$ cat config.mk
export PLATFORM = sky130hd
export DESIGN_NAME = cpu_bus_ctl
export DESIGN_NICKNAME = d
export VERILOG_FILES = /design/src/rtl/cpu_bus_pkg.sv /design/src/rtl/bus_state_decoder.sv /design/src/rtl/addr_latch.sv /design/src/rtl/data_dir_ctl.sv /design/src/rtl/cpu_bus_ctl.sv
export SDC_FILE = /design/constraint.sdc
export NUM_CORES = 1
export LEC_CHECK = 0
export ABC_AREA = 1
export BUFFER_PORTS_ARGS = -buffer_cell sky130_fd_sc_hd__buf_2
export CAP_MARGIN = 20
export CELL_PAD_IN_SITES_DETAIL_PLACEMENT = 1
export CELL_PAD_IN_SITES_GLOBAL_PLACEMENT = 1
export CORE_MARGIN = 4
export CORE_UTILIZATION = 30
export DETAILED_ROUTE_END_ITERATION = 8
export MAX_ROUTING_LAYER = met4
export PLACE_DENSITY_LB_ADDON = 0.1
export SYNTH_ARGS = -nofsm -noshare
export SYNTH_HDL_FRONTEND = slang
export SYNTH_SLANG_ARGS = --single-unit
$ cat constraint.sdc
create_clock -name clk -period 1.28 [get_ports clk]
set_input_delay 0.256 -clock clk [delete_from_list [all_inputs] [get_ports clk]]
set_output_delay 0.256 -clock clk [all_outputs]
set_load 0.005 [all_outputs]
$ cat src/rtl/cpu_bus_pkg.sv
package cpu_bus_pkg;
   localparam int unsigned CODE_W = 3;
   localparam int unsigned N_STATES = 1 << CODE_W;

   typedef enum logic [CODE_W-1:0] {
      ST_IDLE  = 3'd0,
      ST_ADDR  = 3'd1,
      ST_IADR  = 3'd2,
      ST_RDBUS = 3'd3,
      ST_BADR  = 3'd4,
      ST_WR    = 3'd5,
      ST_WRS   = 3'd6,
      ST_IACK  = 3'd7
   } bus_state_e;

   function automatic logic is_addr_load(input bus_state_e s);
      return (s == ST_ADDR) || (s == ST_BADR) || (s == ST_IACK);
   endfunction
endpackage

$ cat src/rtl/bus_state_decoder.sv
module bus_state_decoder
   import cpu_bus_pkg::*;
#(
   parameter int unsigned NPH = 4
) (
   input  logic                clk,
   input  logic                rst_n,
   input  bus_state_e          state,
   input  logic [NPH-1:0]      phase,
   output logic [N_STATES-1:0] strobe_n
);
   logic enable;

   assign enable = !phase[0] && (|phase[NPH-1:1]);

   for (genvar i = 0; i < N_STATES; i++) begin : g_strobe
      assign strobe_n[i] = !(enable && (state == bus_state_e'(i)));
   end

   AST_IDLE_PH1: assert property (@(posedge clk) disable iff (!rst_n)
      phase[0] |-> (&strobe_n));
   AST_ONE_STROBE: assert property (@(posedge clk) disable iff (!rst_n)
      (!phase[0] && (|phase[NPH-1:1])) |-> ($countones(~strobe_n) == 1));
endmodule

$ cat src/rtl/addr_latch.sv
module addr_latch
   import cpu_bus_pkg::*;
#(
   parameter int unsigned AW = 16,
   parameter int unsigned NPH = 4
) (
   input  logic           clk,
   input  logic           rst_n,
   input  bus_state_e     state,
   input  logic [NPH-1:0] phase,
   input  logic [AW-1:0]  din,
   input  logic           force_max_n,
   output logic [AW-1:0]  addr
);
   localparam int unsigned LOAD_PH = NPH - 1;
   localparam logic [AW-1:0] ADDR_TOP = {AW{1'b1}};

   logic [AW-1:0] addr_q;
   logic          load;

   assign load = phase[LOAD_PH] && is_addr_load(state);

   always_ff @(posedge clk or negedge rst_n) begin
      if (!rst_n)    addr_q <= '0;
      else if (load) addr_q <= din;
   end

   assign addr = force_max_n ? addr_q : ADDR_TOP;

   AST_LOAD_TAKES: assert property (@(posedge clk) disable iff (!rst_n)
      load |=> (addr_q == $past(din)));
   AST_HOLD_ELSE: assert property (@(posedge clk) disable iff (!rst_n)
      !load |=> $stable(addr_q));
   AST_FORCE_TOP: assert property (@(posedge clk) disable iff (!rst_n)
      !force_max_n |-> (&addr));
endmodule

$ cat src/rtl/data_dir_ctl.sv
module data_dir_ctl #(
   parameter int unsigned NPH = 4
) (
   input  logic           clk,
   input  logic           rst_n,
   input  logic [NPH-1:0] phase,
   input  logic           bdir,
   output logic           to_bus
);
   logic ph1_q;
   logic dir_q;

   always_ff @(posedge clk or negedge rst_n) begin
      if (!rst_n) begin
         ph1_q <= 1'b0;
         dir_q <= 1'b0;
      end else begin
         ph1_q <= phase[0];
         if (phase[0])   dir_q <= 1'b0;
         else if (ph1_q) dir_q <= bdir;
      end
   end

   assign to_bus = dir_q;

   AST_DIR_PARK: assert property (@(posedge clk) disable iff (!rst_n)
      phase[0] |=> !to_bus);
   AST_DIR_TAKE: assert property (@(posedge clk) disable iff (!rst_n)
      (ph1_q && !phase[0]) |=> (to_bus == $past(bdir)));
endmodule

$ cat src/rtl/cpu_bus_ctl.sv
module cpu_bus_ctl
   import cpu_bus_pkg::*;
#(
   parameter int unsigned AW = 16,
   parameter int unsigned DW = 16,
   parameter int unsigned NPH = 4
) (
   input  logic                clk,
   input  logic                rst_n,
   input  logic                bdir,
   input  logic                bc2,
   input  logic                bc1,
   input  logic [NPH-1:0]      phase,
   input  logic [DW-1:0]       cpu_data,
   input  logic                busrq_n,
   input  logic                busak_n,
   input  logic                dis_addr_n,
   input  logic                force_max_n,
   output logic [N_STATES-1:0] strobe_n,
   output logic [AW-1:0]       addr_out,
   output logic                addr_oe,
   output logic                data_to_bus
);
   if (AW != DW) begin : g_bad_width
      $error("cpu_bus_ctl: address width must equal data width");
   end
   if (NPH < 2) begin : g_bad_phase
      $error("cpu_bus_ctl: at least two phases are required");
   end

   bus_state_e state;
   logic       dma_owns;

   assign state = bus_state_e'({bdir, bc2, bc1});

   bus_state_decoder #(.NPH(NPH)) u_dec (
      .clk(clk), .rst_n(rst_n), .state(state), .phase(phase), .strobe_n(strobe_n)
   );

   addr_latch #(.AW(AW), .NPH(NPH)) u_adr (
      .clk(clk), .rst_n(rst_n), .state(state), .phase(phase),
      .din(cpu_data), .force_max_n(force_max_n), .addr(addr_out)
   );

   data_dir_ctl #(.NPH(NPH)) u_dir (
      .clk(clk), .rst_n(rst_n), .phase(phase), .bdir(bdir), .to_bus(data_to_bus)
   );

   assign dma_owns = !dis_addr_n && !busrq_n && !busak_n;
   assign addr_oe  = !dma_owns;

   AST_OE_FLOAT: assert property (@(posedge clk) disable iff (!rst_n)
      (!dis_addr_n && !busrq_n && !busak_n) |-> !addr_oe);
   AST_OE_DRIVE: assert property (@(posedge clk) disable iff (!rst_n)
      (dis_addr_n || busak_n) |-> addr_oe);
endmodule

==> impl_metrics.ini <==
[status]
status = complete, no violations

[routing]
routed_wirelength_um = 2660
wl_per_cell_um = 11.3
postRouteAntennaNets = 0
viasPerCell = 4.29
drc = 0
vias = 1013
first_pass_iters = 2
drt_iter0_markers = 18

[synth]
yosysSeqAreaShare = 0.473
yosysMostFrequentCell = nand2_1
synth_cell_types = 17
postSynthAreaPerCell_um2 = 7.11
synthXorXnorAreaFrac = 0
synthSimpleGateAreaFrac = 0.372
yosysTopAreaCell = dfrtp_1
synth-main-ff-cell = dfrtp_1
synth_top_area_share = 0.473
synth_mux_area_frac = 0
syn_area_um2 = 952
synthArstFlopShare = 1.00
synth_fp_nets = 163
yosys-top-cells-area = dfrtp_1 47%, nand2_1 24%, inv_1 9.1%, nand3_1 8.4%, a21oi_4 1.7%
synth_edf_count = 0
synthCells = 134
ys_warn_count = 0
synth_seq_cells = 18
synth-compound-area-share = 0.0276
synthTopCellsByCount = 60 x nand2_1, 23 x inv_1, 18 x dfrtp_1, 16 x nand3_1, 4 x nor2_1
synth_fa_ha_area_frac = 0
synth_top_family_by_area = simple AND/OR/NAND/NOR gates

[global_routing]
grt_max_degree = 19
antenna_found_initial = 0
gr-total-overflow = 0
grt_usage = 0.148
grt_pass1_wl_um = 4770
grt_pass1_vias = 1099

[worst_setup_path]
crit_path_max_fanout = 2
crit_start = u_adr.addr_q[3]
path_class = reg -> out
crit_arrival_ps = 910
required_ps = 1020
endpoint_kind = output pin
critPathLaunchType = flop
r2r-start = u_dir.ph1_q

[die]
die_w_um = 64.3
initial_core_util = 0.312
core-area_um2 = 3050
ios = 55
die_h_um = 64.3
die_area_um2 = 4140
num_rows = 20

[placement]
portBuffers = 54
dp.cells = 231
placed_area_um2 = 1280
gp_congestion = 0.765
pre_cts_ws_ps = 41.4
detailed_place_hpwl_um = 2120

[sta]
fmax_mhz = 856
finalHoldViolCount = 0
setup_ws_ps = 112
setup_tns_ps = 0
holdWs_ps = 79.3
finalClockSkew_ps = 0.00158
setup_viol = 0
slew_headroom = 0.725
min_period_over_period = 0.913
slew_violations = 0
tightest_slew_ps = 412
rsz0062_at_grt = no
fin_crit_ps = 1170

[pwr]
power_density_nw_per_um2 = 1060
p_leak_nw = 0.788
peakVddDrop_v = 0.000400
power.total_mw = 1.41

[cts]
insertion_delay_ps = 290
cts_root_buffer = clkbuf_4
cts_tree = built
cts_num_sinks = 18
htree_levels = 1
cts_buffer_depth = 2
post_cts_buffers = 0
numCtsBuffers = 3
path_clk_slew_ps = 110

[layout]
diodes = 0
layout-drive-gt1-share = 0.359
synthToLayoutAreaGrowth_pct = 39.4
final_cell_area_um2 = 1330
final_core_util = 0.435
post_layout_nonfiller_instances = 236
nNetsFinal = 222

[worst_hold_path]
hp-start = phase[0]
min_path_type = in -> reg

[run]
maxCapViolCount = 0
[registers in the layout, summed over array words and instances (netlist names)]
name	flops
u_adr.addr_q	16
u_dir.ph1_q	1
u_dir.to_bus	1
[final cells by class]
type                            instances  area [um2]
Tap cell                               44        55.1
Sequential cell                        18         450
Inverter                               24        90.1
Multi-Input combinational cell         87         385
Clock buffer                            4        36.3
Fill cell                             428        1730
Timing Repair Buffer                   59         310
[logic make-up (layout without fill, tap and decap cells)]
logic type             count (synthesis)  in the layout
AND/OR/NAND/NOR                       84             84
buffers and inverters                 29             87
AO/OA/AOI/OAI                          3              3
flip-flops                            18             18
[path summary, 6_finish.rpt]
check                           cells after the start          endpoint  slack, ps
worst min register to register                      1      u_dir.to_bus        450
worst max-delay path                                3       addr_out[3]        110
worst min-delay path                                1       u_dir.ph1_q         80
max in group asynchronous                           2  u_adr.addr_q[10]        570
min in group asynchronous                           2   u_adr.addr_q[1]        420
worst max register to register                      2      u_dir.to_bus        560
[layer usage]
layer	vias to the layer above	routed length, um	global-route usage
met2	33	1300	0.264
met1	468	1160	0.164
li1	510	-	-
met4	0	29	0.0475
met5	-	0	-
met3	2	172	0.0281
[layout by cell type (no fill, tap or decap), drive strengths merged]
cell         instances
a21oi                2
buf                 58
clkbuf               4
dfrtp               18
dlygate4sd3          1
inv                 24
nand2               62
nand3               17
nor2                 4
o21ai                1
or3                  1
[power by group]
group	switching (mW)	total, mW	internal [mW]	leakage (nW)
sequential	0.0449	0.701	0.656	0.223
clock	0.178	0.351	0.173	0.0210
combinational	0.198	0.357	0.159	0.544
[worst max-delay path, stage by stage (launching register included)]
cell     delay, ps
dfrtp_1        390
inv_1           60
nand2_1         50
buf_2          130
[timing repair]
item	in CTS	in global routing
hold buffers	1	0
gates resized for setup	0	2
setup endpoints to repair	0	4
endpoints found under the hold margin	18	0
(Power assumes the default switching activity.)
